<file path="src/rtl/rxf_pkg.sv">
// Shared types and helpers for the receive buffer.
// Assumes an 8-bit character and three per-character error flags.
package rxf_pkg;

    localparam int unsigned CHAR_W = 8;

    // One stored character together with its error flags.
    typedef struct packed {
        logic              brk;
        logic              frm;
        logic              par;
        logic [CHAR_W-1:0] data;
    } rx_entry_t;

    // Trigger threshold for a 2-bit code, limited to the buffer depth.
    function automatic int unsigned trig_level(input logic [1:0] sel,
                                               input int unsigned depth);
        int unsigned lv;
        case (sel)
            2'b00:   lv = 1;
            2'b01:   lv = 4;
            2'b10:   lv = 8;
            default: lv = 14;
        endcase
        return (lv > depth) ? depth : lv;
    endfunction

endpackage

</file>
<file path="src/rtl/rxf_store.sv">
// Circular storage for received entries.
// Assumes the caller only asserts wr_en when space exists and rd_en when
// an entry exists; flush resets both pointers.
module rxf_store
    import rxf_pkg::*;
#(
    parameter int unsigned DEPTH = 16
) (
    input  logic      clk,
    input  logic      rst_n,
    input  logic      flush,
    input  logic      wr_en,
    input  logic      rd_en,
    input  rx_entry_t wr_entry,
    output rx_entry_t head
);
    localparam int unsigned PTR_W = (DEPTH > 1) ? $clog2(DEPTH) : 1;
    localparam logic [PTR_W-1:0] LAST = PTR_W'(DEPTH - 1);

    logic [PTR_W-1:0] wr_ptr;
    logic [PTR_W-1:0] rd_ptr;
    rx_entry_t        slot [DEPTH];

    // Advance a pointer with wrap at the last slot.
    function automatic logic [PTR_W-1:0] bump(input logic [PTR_W-1:0] p);
        return (p == LAST) ? '0 : p + 1'b1;
    endfunction

    // Pointer update: flush returns both to slot 0.
    always_ff @(posedge clk) begin
        if (!rst_n || flush) begin
            wr_ptr <= '0;
            rd_ptr <= '0;
        end else begin
            if (wr_en) wr_ptr <= bump(wr_ptr);
            if (rd_en) rd_ptr <= bump(rd_ptr);
        end
    end

    // One register per slot, written when the write pointer selects it.
    for (genvar g = 0; g < DEPTH; g++) begin : g_slot
        always_ff @(posedge clk) begin
            if (!rst_n) begin
                slot[g] <= '0;
            end else if (wr_en && !flush && wr_ptr == PTR_W'(g)) begin
                slot[g] <= wr_entry;
            end
        end
    end

    assign head = slot[rd_ptr];

endmodule

</file>
<file path="src/rtl/rxf_occ.sv">
// Occupancy and admission control.
// Decides which pushes and pops take effect and counts entries and
// erroneous entries. Capacity is the full depth in buffered mode, else one.
module rxf_occ #(
    parameter int unsigned DEPTH = 16
) (
    input  logic                         clk,
    input  logic                         rst_n,
    input  logic                         flush,
    input  logic                         fifo_en,
    input  logic                         push_req,
    input  logic                         push_bad,
    input  logic                         pop_req,
    input  logic                         head_bad,
    output logic                         push_ok,
    output logic                         pop_ok,
    output logic                         drop,
    output logic [$clog2(DEPTH+1)-1:0]   count,
    output logic                         any_bad
);
    localparam int unsigned CNT_W = $clog2(DEPTH + 1);
    localparam logic [CNT_W-1:0] FULL_CAP = CNT_W'(DEPTH);

    logic [CNT_W-1:0] cap;
    logic             full;
    logic [CNT_W-1:0] bad_cnt;

    // Admission: flush wins; a full buffer accepts only alongside a pop.
    always_comb begin
        cap     = fifo_en ? FULL_CAP : CNT_W'(1);
        full    = (count >= cap);
        pop_ok  = pop_req && (count != '0) && !flush;
        push_ok = push_req && !flush && (!full || pop_ok);
        drop    = push_req && !flush && !push_ok;
    end

    // Entry counter.
    always_ff @(posedge clk) begin
        if (!rst_n || flush) begin
            count <= '0;
        end else begin
            case ({push_ok, pop_ok})
                2'b10:   count <= count + 1'b1;
                2'b01:   count <= count - 1'b1;
                default: count <= count;
            endcase
        end
    end

    // Counter of stored entries that carry any error flag.
    always_ff @(posedge clk) begin
        if (!rst_n || flush) begin
            bad_cnt <= '0;
        end else begin
            case ({push_ok && push_bad, pop_ok && head_bad})
                2'b10:   bad_cnt <= bad_cnt + 1'b1;
                2'b01:   bad_cnt <= bad_cnt - 1'b1;
                default: bad_cnt <= bad_cnt;
            endcase
        end
    end

    assign any_bad = (bad_cnt != '0);

endmodule

</file>
<file path="src/rtl/rxf_cfg.sv">
// Configuration and sticky status.
// Holds the mode bit and trigger code, turns clear commands and mode
// changes into a one-cycle flush, and keeps the overrun flag.
module rxf_cfg (
    input  logic       clk,
    input  logic       rst_n,
    input  logic       cfg_wr,
    input  logic       cfg_fifo_en,
    input  logic       cfg_clr_rx,
    input  logic [1:0] cfg_trig_sel,
    input  logic       lsr_rd,
    input  logic       drop,
    output logic       fifo_en_q,
    output logic [1:0] trig_sel_q,
    output logic       flush,
    output logic       overrun_q
);
    // Flush on an explicit clear or on any change of mode.
    assign flush = cfg_wr && (cfg_clr_rx || (cfg_fifo_en != fifo_en_q));

    // Mode and trigger code registers; the clear bit is not stored.
    always_ff @(posedge clk) begin
        if (!rst_n) begin
            fifo_en_q  <= 1'b0;
            trig_sel_q <= 2'b00;
        end else if (cfg_wr) begin
            fifo_en_q  <= cfg_fifo_en;
            trig_sel_q <= cfg_trig_sel;
        end
    end

    // Sticky overrun: a discard sets it, a status read clears it, set wins.
    always_ff @(posedge clk) begin
        if (!rst_n) begin
            overrun_q <= 1'b0;
        end else if (drop) begin
            overrun_q <= 1'b1;
        end else if (lsr_rd) begin
            overrun_q <= 1'b0;
        end
    end

endmodule

</file>
<file path="src/rtl/rx_fifo_trig.sv">
// Receive buffer with programmable trigger level.
// Stores characters with error flags, reports occupancy, trigger, data
// ready, overrun and an error summary. Assumes one push per cycle at most.
module rx_fifo_trig
    import rxf_pkg::*;
#(
    parameter int unsigned DEPTH = 16
) (
    input  logic                       clk,
    input  logic                       rst_n,
    input  logic                       push_valid,
    input  logic [7:0]                 push_data,
    input  logic                       push_par,
    input  logic                       push_frm,
    input  logic                       push_brk,
    input  logic                       pop,
    input  logic                       lsr_rd,
    input  logic                       cfg_wr,
    input  logic                       cfg_fifo_en,
    input  logic                       cfg_clr_rx,
    input  logic [1:0]                 cfg_trig_sel,
    output logic [7:0]                 head_data,
    output logic                       head_par,
    output logic                       head_frm,
    output logic                       head_brk,
    output logic [$clog2(DEPTH+1)-1:0] level,
    output logic                       data_ready,
    output logic                       trig_hit,
    output logic                       overrun,
    output logic                       fifo_err
);
    localparam int unsigned CNT_W = $clog2(DEPTH + 1);

    logic             fifo_en_q;
    logic [1:0]       trig_sel_q;
    logic             flush;
    logic             push_ok;
    logic             pop_ok;
    logic             drop;
    logic             any_bad;
    logic [CNT_W-1:0] count;
    logic [CNT_W-1:0] thresh;
    rx_entry_t        in_entry;
    rx_entry_t        head;

    assign in_entry = '{brk: push_brk, frm: push_frm, par: push_par, data: push_data};

    rxf_cfg u_cfg (
        .clk          (clk),
        .rst_n        (rst_n),
        .cfg_wr       (cfg_wr),
        .cfg_fifo_en  (cfg_fifo_en),
        .cfg_clr_rx   (cfg_clr_rx),
        .cfg_trig_sel (cfg_trig_sel),
        .lsr_rd       (lsr_rd),
        .drop         (drop),
        .fifo_en_q    (fifo_en_q),
        .trig_sel_q   (trig_sel_q),
        .flush        (flush),
        .overrun_q    (overrun)
    );

    rxf_occ #(.DEPTH(DEPTH)) u_occ (
        .clk      (clk),
        .rst_n    (rst_n),
        .flush    (flush),
        .fifo_en  (fifo_en_q),
        .push_req (push_valid),
        .push_bad (push_par | push_frm | push_brk),
        .pop_req  (pop),
        .head_bad (head.par | head.frm | head.brk),
        .push_ok  (push_ok),
        .pop_ok   (pop_ok),
        .drop     (drop),
        .count    (count),
        .any_bad  (any_bad)
    );

    rxf_store #(.DEPTH(DEPTH)) u_store (
        .clk      (clk),
        .rst_n    (rst_n),
        .flush    (flush),
        .wr_en    (push_ok),
        .rd_en    (pop_ok),
        .wr_entry (in_entry),
        .head     (head)
    );

    // Output decode from stored state.
    always_comb begin
        thresh     = CNT_W'(trig_level(trig_sel_q, DEPTH));
        level      = count;
        data_ready = (count != '0);
        trig_hit   = (count >= thresh);
        fifo_err   = fifo_en_q && any_bad;
        head_data  = head.data;
        head_par   = head.par;
        head_frm   = head.frm;
        head_brk   = head.brk;
    end

endmodule

</file>
<file path="config.mk">
export PLATFORM = sky130hd
export DESIGN_NAME = rx_fifo_trig
export DESIGN_NICKNAME = d
export VERILOG_FILES = /design/src/rtl/rxf_pkg.sv /design/src/rtl/rxf_store.sv /design/src/rtl/rxf_occ.sv /design/src/rtl/rxf_cfg.sv /design/src/rtl/rx_fifo_trig.sv
export SDC_FILE = /design/constraint.sdc
export NUM_CORES = 1
export LEC_CHECK = 0
export BUFFER_PORTS_ARGS = -buffer_cell sky130_fd_sc_hd__buf_4
export CAP_MARGIN = 20
export CORE_MARGIN = 2
export CORE_UTILIZATION = 59
export CTS_BUF_LIST = sky130_fd_sc_hd__clkbuf_8
export CTS_CLUSTER_DIAMETER = 120
export DETAILED_ROUTE_END_ITERATION = 8
export PLACE_DENSITY = 0.77
export REMOVE_ABC_BUFFERS = 1
export SYNTH_ARGS = -nofsm -noshare
export SYNTH_HDL_FRONTEND = slang
export SYNTH_SLANG_ARGS = --single-unit
</file>
<file path="constraint.sdc">
create_clock -name clk -period 6.72 [get_ports clk]
set_clock_uncertainty 0.1 [all_clocks]
set_input_delay 0.336 -clock clk [delete_from_list [all_inputs] [get_ports clk]]
set_output_delay 0.336 -clock clk [all_outputs]
set_load 0.02 [all_outputs]
</file>
# After elaboration in Yosys (flattened, before gate mapping)
# Memory sizes are Yosys's and may differ from the RTL's. A register that Yosys moved wholly into a read port is not among the register bits.
# Index checks and enable logic that the tools add are counted.
[totals]
regBits = 22
ramBits = 176
elab_cells = 176
mem_count = 1
out_inout_bits = 20
in_bits = 21
[op_classes]
bitwise_logic = 20
n_lt_le_gt_ge = 3
addsub = 6
n_eq_ne = 23
n_mux = 76
n_reduce_logical = 40
[mem_list]
columns = ["memory", "depth", "width", "rd", "rd_ports_with_merged_regs", "write_ports", "line", "source"]
rows = [
  ["u_store.slot", 16, 11, 1, 1, 16, "rxf_store.sv:22", "rx_entry_t slot [DEPTH];"],
]
[op_table]
columns = ["op", "count"]
rows = [
  ["11-bit 2-to-1 mux", 16],
  ["1-bit 2-to-1 mux", 51],
  ["4-bit == test (second input constant)", 9],
  ["32-bit by 5-bit greater-than comparator with 1-bit output (second input constant)", 1],
  ["1-bit logical AND", 26],
  ["1-bit OR", 20],
  ["5-bit one-hot mux with 2 select lines", 2],
  ["4-bit by 3-bit == test with 1-bit output (second input constant)", 4],
  ["4-bit 2-to-1 mux", 4],
  ["4-bit one-hot mux with 3 select lines", 1],
  ["5-bit by 1-bit adder with 5-bit output (second input constant)", 2],
  ["5-bit greater-or-equal comparator", 2],
  ["5-bit 2-to-1 mux", 2],
  ["5-bit nonzero test", 2],
  ["5-bit by 1-bit subtractor with 5-bit output (second input constant)", 2],
  ["4-bit by 1-bit adder with 4-bit output (second input constant)", 2],
  ["4-bit by 2-bit == test with 1-bit output (second input constant)", 2],
  ["2-bit by 1-bit == test with 1-bit output (second input constant)", 3],
  ["2-bit == test (second input constant)", 3],
  ["2-bit nonzero test", 3],
  ["4-bit by 1-bit == test with 1-bit output (second input constant)", 1],
  ["1-bit logical NOT", 4],
  ["4-bit logical NOT", 1],
  ["1-bit logical OR", 3],
  ["other kinds (2)", 2],
]

# Longest topological paths before layout
# Gate-level depths: netlist of run 1.
[logic_depth]
depth_word = 13
depth_mapped = 14
mapped_depth_nobuf = 13

# Modules after synthesis
# A second synthesis of run 1 with hierarchy kept.
[unflattened]
cells_unflattened = 721
hier_area_um2 = 10018.4
[by_module_without_submodules]
columns = ["module", "n_inst", "cells_per_inst", "seq_area_each_um2", "area_per_inst_um2"]
rows = [
  ["rxf_store", 1, 587, 5525.3, 8872.3],
  ["rxf_occ", 1, 100, 200.2, 838.3],
  ["rxf_cfg", 1, 14, 80.1, 158.9],
  ["rx_fifo_trig", 1, 20, 0.0, 148.9],
]

# Least setup slack after synthesis of run 1
# OpenSTA, ideal clock, no wires.
[synth_timing]
path_kind = "register to register"
startpoint = "register u_occ.count[0]"
endpoint = "register u_occ.bad_cnt[4]"
path_buffers = 1
t_required_ns = 6.547
slack_ns = 2.637
arrival_ns = 3.911
path_stages_with_launch = 15
setup_ns = 0.073
synth_period_minus_slack_ns = 4.083
path_cell_list = "dfxtp_1 > inv_1 > ha_1 > or3b_1 > o22a_4 > a211oi_4 > buf_6 > o31ai_1 > ha_1 > fa_1 > a21o_1 > a21oi_1 > xor2_1 > or3_1 > a21oi_1"
[synth_between]
elab_chain_cells = 8
elab_cells_between_ends = 13
cone_classes = "order compare (1); eq/ne (2); mux (1); reduce/logical (9)"
[synth_rtl]
columns = ["item", "line", "source"]
rows = [
  ["start, declared", "rxf_occ.sv:18", "output logic [$clog2(DEPTH+1)-1:0] count,"],
  ["start signal, assigned", "rxf_occ.sv:43", "2'b10: count <= count + 1'b1;"],
  ["start signal, assigned", "rxf_occ.sv:44", "2'b01: count <= count - 1'b1;"],
  ["start signal, assigned", "rxf_occ.sv:45", "default: count <= count;"],
  ["parallel branches: the longest is 8 deep, another holds 5-bit greater-or-equal comparator", "--", ""],
  ["end signal, assigned", "rxf_occ.sv:56", "2'b10: bad_cnt <= bad_cnt + 1'b1;"],
  ["end signal, assigned", "rxf_occ.sv:57", "2'b01: bad_cnt <= bad_cnt - 1'b1;"],
  ["end signal, assigned", "rxf_occ.sv:58", "default: bad_cnt <= bad_cnt;"],
  ["end, declared", "rxf_occ.sv:26", "logic [CNT_W-1:0] bad_cnt;"],
]
# Parallel ways; which one is timed is not known.
# A chain may end at the register's enable or synchronous reset.

# Worst setup path in the final report of run 1
# Same ends and word-level chain as after synthesis.

==> run summary, run 1 <==
status - complete, no violations
post-CTS setup buffers - 0
global-route wire length before repair - 35.7 mm
# clock sinks - 202
layout cells sized above 1 - 22.1%
total negative slack - 0 ns
final hold vios - 0
crit path DAT - 4.78 ns
peak supply drop - 0.000119 V
CP Launch Type - flip-flop
routed vias/inst - 6.24
DIE AREA - 17,000 um2
total track usage - 29.0%
commonest non-fill, non-tap cell in the layout - nor2_1
Max Cap Viol - 0
Main synth FF type - edfxtp_1
Tcrit/Tclk final - 65.7%
CTS Buffer Depth - 3
area grow syn2layout - 12.2%
wire per inst - 23.4 um
worst skew pair latency - 0.54 ns
kind of critical path - reg -> reg
RSZ-0062 raised after global routing - no
worst stage delay on the critical path - 0.79 ns
final setup violation count - 0
overall power - 2.75 mW
pwr/cell area - 261 nW/um2
DR pass1 iterations - 5
cells after synthesis - 704
commonest cells after routing, fill and taps aside - nor2_1 (192), edfxtp_1 (176), nand2_1 (62), mux4_2 (52), buf_4 (48)
DRT iter0 DRCs - 879
vias - 6,211
Synth area leaders - edfxtp_1 (56%), mux4_2 (12%), nor2_1 (7.7%), dfxtp_1 (5.5%), nand2_1 (2.5%)
Achievable Freq - 0.226 GHz
hold bufs inserted after CTS - 5
grt ovf - 0
Layout Nets - 794
Netlist cell types - 48
total CTS buffers - 35
DRC - 0
CP max FO - 15
root buffer cell - clkbuf_8
Slew headroom - 29.9%
initial core utilization - 59.9%
ys async rst share - 0%
Seq/Total Area, Yosys - 61.7%
initial antenna violation count - 0
pin slew with the least headroom to its limit - 1.05 ns
I/O pin cnt - 41
share of the synthesized area in the top cell type - 56.2%
CP max-delay cell - a211oi_4
core footprint - 15,700 um2
crit-path cells - inv_1 > ha_1 > or3b_1 > o22a_4 > a211oi_4 > o31ai_1 > ha_1 > fa_1 > a21o_1 > a21oi_1 > xor2_1 > or3_1 > a21oi_1
Synth Cell Area - 9410 um2
post-CTS sizing - 0
largest net degree at the start of global routing - 45
Crit path buffers/inverters - 1
# port buffers - 40
Max Slew Vio Count - 0
Post-synth EDFFs - 176
Syn Area/Cell - 13.4 um2
n_diodes - 0
Tightest Hold Check Type - in -> reg
Core Util, Final - 67.2%
Die Y - 130 um
DP Wirelength - 14.1 mm
CP endpoint kind - flip-flop
final WL - 23.3 mm
DRT antenna net count - 0
required time of the critical path - 7.08 ns
vias in the first global route - 6,443
cell accounting for the most synthesized area - edfxtp_1
Ys Warns - 0
H-tree depth - 2
Rows - 46
CTS clk-pin slew, worst paths - 0.05 ns
Yosys reg bits - 202
RD Place Congestion - 0.927
Leak - 3.73 nW
CTS tree - done
CP top delay family - compound AO/OA/AOI/OAI gates
clock period minus worst slack - 4.42 ns
Chip Width - 130 um
==> cell usage after synthesis, types with 3 or more instances <==
master / count
nor2_1: 192
edfxtp_1: 176
nand2_1: 62
mux4_2: 52
dfxtp_1: 26
o21ai_0: 22
ha_1: 18
clkbuf_1: 17
a21oi_1: 14
buf_6: 13
nand3_1: 13
buf_2: 10
inv_1: 8
mux2i_1: 8
nor2b_1: 6
nor3_1: 6
xor2_1: 6
a21o_1: 5
a22oi_1: 4
a31oi_1: 4
nand2b_1: 4
buf_1: 3
xnor2_1: 3
==> final cells by class <==
class,count,area (um2)
tap,216,270
fill,1094,5150
multi-input combinational,451,3340
inverter,8,30.0
clock buffer,38,523
timing repair buffer,55,450
clock inverter,25,139
sequential,202,5810
==> state kept, by name, indices dropped and copies added, names as in the netlist, named ones only <==
register	flops
u_store.wr_ptr	4
u_occ.count	5
u_cfg.trig_sel_q	2
u_store.slot	176
u_occ.bad_cnt	5
u_store.rd_ptr	4
u_cfg.fifo_en_q	1
u_cfg.overrun_q	1
==> metrics by stage <==
step	hold WS, ns	setup WS, ns	area [um2]	std cells
floorplan	0.354	1.72	9140	661
global placement	0.374	2.45	9810	925
detailed placement	0.386	2.30	9810	925
CTS	0.0206	2.29	10500	993
global route	0.0503	2.02	10600	995
finish	0.0340	2.30	10600	995
==> tightest hold or removal path: stages <==
cell     delay (ns)
buf_4          0.12
mux2i_1        0.07
nor2b_1        0.09
==> layer usage <==
metal / track usage, % / part of all wire, % / wire length (um)
met5: 0 / 0 / 0
met4: 14.5 / 4.7 / 1090
met3: 6.85 / 9.0 / 2090
met2: 47.6 / 49 / 11500
met1: 36.5 / 37 / 8610
==> worst paths after layout <==
check / from / end / slack (ns) / cells past startpoint
hold reg to reg: u_cfg.overrun_q$_SDFFE_PN0P_ / u_cfg.overrun_q$_SDFFE_PN0P_ / 0.39 / 2
setup / recovery: u_occ.count[0]$_SDFFE_PP0P_ / u_occ.bad_cnt[4]$_SDFFE_PP0P_ / 2.30 / 13
setup reg to reg: u_occ.count[0]$_SDFFE_PP0P_ / u_occ.bad_cnt[4]$_SDFFE_PP0P_ / 2.30 / 13
hold / removal: cfg_wr / u_cfg.trig_sel_q[1]$_SDFFE_PN0P_ / 0.03 / 3
==> where the power goes <==
part	switching (mW)	internal, mW
sequential	0.0231	1.41
clock	0.499	0.562
combinational	0.158	0.101
==> cells by family after synthesis <==
family,synth area share (%)
simple gates,13.5
mux,13.3
fa+ha+maj,2.82
xor+xnor,0.838
buf+inv,3.21
compound gates,4.64
flops,61.7
No activity file was read; power rests on OpenSTA's default activity.
==> run 2, diff against run 1 <==
==> constraint.sdc (replaced) <==
create_clock -name clk -period 4.4 [get_ports clk]
set_clock_uncertainty 0.1 [all_clocks]
set_input_delay 0.22 -clock clk [delete_from_list [all_inputs] [get_ports clk]]
set_output_delay 0.22 -clock clk [all_outputs]
set_load 0.02 [all_outputs]
==> run summary, run 2 (synthesized netlist as in run 1, its figures left out) <==
clock period minus worst slack - 3.88 ns
kind of critical path - reg -> reg
root buffer cell - clkbuf_8
met2 track demand over resource - 47.6%
CP max FO - 9
H-tree depth - 1
wire per inst - 22.5 um
DP Wirelength - 14.4 mm
total track usage - 28.1%
pwr/cell area - 391 nW/um2
I/O pin cnt - 41
fill cell count - 1,106
Largest Register - u_store.slot
fin cells - 1,020
largest net degree at the start of global routing - 45
pin slew with the least headroom to its limit - 0.754 ns
worst skew pair latency - 0.57 ns
final WL - 23.0 mm
Most Used Layer, Global Route - met2
initial core utilization - 59.9%
Die Y - 130 um
CTS clk-pin slew, worst paths - 0.06 ns
minimum hold slack - 0.0266 ns
max FFs per register - 176
CP endpoint kind - flip-flop
total CTS buffers - 31
DRC - 0
post-CTS sizing - 0
Tcrit/Tclk final - 88.2%
routed vias/inst - 6.19
peak supply drop - 0.000231 V
worst stage delay on the critical path - 0.57 ns
Rows - 46
crit path DAT - 4.26 ns
layout cells sized above 1 - 21.4%
RSZ-0062 raised after global routing - no
CTS Buffer Depth - 3
Layout Nets - 824
placed cells - 942
grt ovf - 0
global-route wire length before repair - 35.0 mm
Max Slew Vio Count - 0
CP Launch Type - flip-flop
met3 usage - 4.59%
final setup violation count - 0
Global Route met1 Usage - 35.6%
initial antenna violation count - 0
commonest cells after routing, fill and taps aside - nor2_1 (192), edfxtp_1 (176), buf_4 (65), nand2_1 (62), mux4_2 (52)
required time of the critical path - 4.78 ns
DIE AREA - 17,000 um2
CTS tree - done
Tightest Hold Check Type - in -> reg
core footprint - 15,700 um2
Achievable Freq - 0.258 GHz
Top Registers - u_store.slot (176), u_occ.bad_cnt (5), u_occ.count (5)
DRT antenna net count - 0
vias in the first global route - 6,386
DR pass1 iterations - 6
Slew headroom - 49.7%
commonest non-fill, non-tap cell in the layout - nor2_1
Leak - 3.85 nW
# clock sinks - 202
status - complete, no violations
crit-path cells - inv_1 > ha_1 > or3b_1 > o22a_4 > a211oi_4 > o31ai_1 > ha_1 > fa_1 > a21o_1 > a21oi_1 > xor2_1 > or3_1 > a21oi_1
n_diodes - 0
# port buffers - 40
CP max-delay cell - dfxtp_1
final hold vios - 0
vias - 6,310
area grow syn2layout - 14.5%
DRT iter0 DRCs - 722
Chip Width - 130 um
RD Place Congestion - 0.897
Max Cap Viol - 0
run 2: cell count changes in the layout (fill, tap and decap cells not counted), moves of 2 or more:
cell | previous run | this run
inv_1 | 19 | 15
clkbuf_8 | 38 | 31
buf_12 | 2 | 0
o21ai_2 | 10 | 0
bufinv_16 | 1 | 4
dlygate4sd3_1 | 5 | 24
buf_4 | 48 | 65
o21ai_1 | 7 | 17
clkinvlp_4 | 4 | 2
run 2: cell type report:
cell class / count / area [um2] / share of cell area (%)
clock buffer: 31 / 427 / 3.96
clock inverter: 23 / 204 / 1.89
inverter: 8 / 30.0 / 0.279
multi-input combinational: 451 / 3300 / 30.7
sequential: 202 / 5810 / 53.9
tap: 216 / 270 / 2.51
timing repair buffer: 89 / 728 / 6.76
run 2: final timing paths:
| path | startpoint | endpoint | slack, ns | cells after the start |
|---|---|---|---|---|
| min | push_data[4] | u_store.slot[14][4]$_SDFFCE_PN0P_ | 0.03 | 3 |
| max reg2reg | u_occ.count[0]$_SDFFE_PP0P_ | u_occ.bad_cnt[4]$_SDFFE_PP0P_ | 0.52 | 13 |
| max | u_occ.count[0]$_SDFFE_PP0P_ | u_occ.bad_cnt[4]$_SDFFE_PP0P_ | 0.52 | 13 |
| min reg2reg | u_store.rd_ptr[1]$_SDFFE_PP0N_ | flip-flop | 0.41 | 2 |
run 2: per-stage QoR:
step | cell area, um2 | setup slack (ns) | utilization, % | TNS (ns) | power (mW)
6_report | 10800 | 0.518 | 68.5 | 0 | 4.22
5_1_grt | 10800 | 0.326 | 68.5 | 0 | 4.33
4_1_cts | 10800 | 0.534 | 68.5 | 0 | 4.22
3_5_place_dp | 9900 | 0.583 | 63.0 | 0 | 2.61
3_3_place_gp | 9900 | 0.741 | 63.0 | 0 | 2.60
2_1_floorplan | 9140 | -0.596 | - | -1.01 | 2.45
run 2: layer usage:
layer  vias up  share of wire (%)
met5         -                  0
met4         0                4.4
met1      3115                 37
met2       370                 50
met3        86                9.4
li1       2739                  -
run 2: repair_timing:
action                    in CTS  in global routing
hold buffers                  24                  0
setup buffers                  0                  0
hold endpoints to repair      90                  0
run 2: report_power, final:
part	internal, mW	leakage (nW)	total (mW)	switching [mW]
Combinational	0.171	1.47	0.414	0.242
Clock	0.890	0.342	1.62	0.727
Sequential	2.15	2.03	2.18	0.0352
Total	3.21	3.85	4.22	1.00
run 2: critical path: cells and delay by family (launching register included):
family,cells,cell delay (ns)
adder cells (fa/ha/maj),3,1.08
flip-flops,1,0.57
AND/OR/NAND/NOR,2,0.71
XOR/XNOR,1,0.11
buffers and inverters,1,0.12
AO/OA/AOI/OAI,6,1.12
==> run 3, diff against run 2 <==
--- a/config.mk
+++ b/config.mk
@@ -7,10 +7,10 @@
 export LEC_CHECK = 0
 export BUFFER_PORTS_ARGS = -buffer_cell sky130_fd_sc_hd__buf_4
 export CAP_MARGIN = 20
-export CORE_MARGIN = 2
+export CORE_MARGIN = 1
 export CORE_UTILIZATION = 59
 export CTS_BUF_LIST = sky130_fd_sc_hd__clkbuf_8
-export CTS_CLUSTER_DIAMETER = 120
+export CTS_CLUSTER_DIAMETER = 40
 export DETAILED_ROUTE_END_ITERATION = 8
 export PLACE_DENSITY = 0.77
 export REMOVE_ABC_BUFFERS = 1
==> run summary, run 3 (synthesized netlist as in run 1, its figures left out) <==
status - complete, no violations
I/O pin cnt - 41
grt ovf - 0
root buffer cell - clkbuf_8
required time of the critical path - 4.71 ns
total track usage - 30.3%
vias in the first global route - 6,440
worst skew pair latency - 0.51 ns
Most Used Layer, Global Route - met2
Slew headroom - 41.6%
global-route wire length before repair - 35.8 mm
Chip Width - 128 um
wire per inst - 23.5 um
n_diodes - 0
post-CTS sizing - 0
crit-path cells - inv_1 > ha_1 > or3b_1 > o22a_4 > a211oi_4 > o31ai_1 > ha_1 > fa_1 > a21o_1 > a21oi_1 > xor2_1 > or3_1 > a21oi_1
peak supply drop - 0.000198 V
Tightest Hold Check Type - in -> reg
CP top delay family - compound AO/OA/AOI/OAI gates
RSZ-0062 raised after global routing - no
largest net degree at the start of global routing - 45
Crit path buffers/inverters - 1
RD Place Congestion - 0.841
DRC - 0
Die Y - 128 um
initial antenna violation count - 0
Max Slew Vio Count - 0
crit path DAT - 4.23 ns
DIE AREA - 16,500 um2
DR pass1 iterations - 5
CTS Buffer Depth - 3
fin cells - 1,002
final worst slack - 0.477 ns
CTS tree - done
max FFs per register - 176
total negative slack - 0 ns
kind of critical path - reg -> reg
final WL - 23.5 mm
CP max FO - 9
met2 track demand over resource - 49.4%
commonest non-fill, non-tap cell in the layout - nor2_1
fill cell count - 1,071
CP endpoint kind - flip-flop
total CTS buffers - 34
DRT antenna net count - 0
Rows - 45
# port buffers - 40
DP Wirelength - 14.4 mm
CTS clk-pin slew, worst paths - 0.06 ns
CP max-delay cell - dfxtp_1
final setup violation count - 0
core footprint - 15,400 um2
# clock sinks - 202
vias - 6,218
pwr/cell area - 384 nW/um2
Tcrit/Tclk final - 89.2%
CP Launch Type - flip-flop
Leak - 3.77 nW
Largest Register - u_store.slot
area grow syn2layout - 12.2%
hold bufs inserted after CTS - 9
placed cells - 936
clock period minus worst slack - 3.92 ns
Layout Nets - 811
Top Registers - u_store.slot (176), u_occ.bad_cnt (5), u_occ.count (5)
Achievable Freq - 0.255 GHz
Max Cap Viol - 0
initial core utilization - 61.2%
post-place setup slack - 0.493 ns
commonest cells after routing, fill and taps aside - nor2_1 (192), edfxtp_1 (176), buf_4 (64), nand2_1 (62), mux4_2 (52)
pin slew with the least headroom to its limit - 0.875 ns
worst stage delay on the critical path - 0.56 ns
post-CTS setup buffers - 0
met3 usage - 6.84%
H-tree depth - 2
routed vias/inst - 6.21
Global Route met1 Usage - 38.1%
layout cells sized above 1 - 21.5%
DRT iter0 DRCs - 625
final hold vios - 0
## run 3: final cells by class
| cell class | count | area, um2 | area share [%] |
|---|---|---|---|
| Sequential cell | 202 | 5810 | 55.0 |
| Tap cell | 211 | 264 | 2.50 |
| Inverter | 8 | 30.0 | 0.285 |
| Timing Repair Buffer | 73 | 571 | 5.41 |
| Multi-Input combinational cell | 451 | 3300 | 31.3 |
| Clock inverter | 22 | 97.6 | 0.925 |
| Clock buffer | 35 | 482 | 4.56 |
## run 3: routing by layer
layer  wire (um)  part of all wire [%]
met5           0                     0
met4         965                   4.1
met3        2480                    11
met2       11600                    49
met1        8470                    36
## run 3: per-stage QoR
step	area (um2)	utilization (%)	power (mW)	hold slack [ns]
final	10600	68.7	4.05	0.0279
after global routing	10600	68.7	4.17	0.0357
after CTS	10600	68.7	4.06	0.0103
after detailed placement	9880	64.3	2.62	0.386
after global placement	9880	64.3	2.60	0.370
after floorplan	9140	-	2.45	0.238
## run 3: final timing paths
path,startpoint,end,slack [ns],depth (start not counted)
hold / removal,rst_n,u_cfg.trig_sel_q[0]$_SDFFE_PN0P_,0.03,2
setup reg to reg,u_occ.count[0]$_SDFFE_PP0P_,u_occ.bad_cnt[4]$_SDFFE_PP0P_,0.48,13
hold reg to reg,u_store.rd_ptr[3]$_SDFFE_PP0N_,u_store.rd_ptr[3]$_SDFFE_PP0N_,0.42,2
setup / recovery,u_occ.count[0]$_SDFFE_PP0P_,u_occ.bad_cnt[4]$_SDFFE_PP0P_,0.48,13
## run 3: where the power goes
group          switching (mW)  total (mW)  internal [mW]
clock network           0.720        1.46          0.739
logic                   0.245       0.409          0.164
registers              0.0370        2.19           2.15
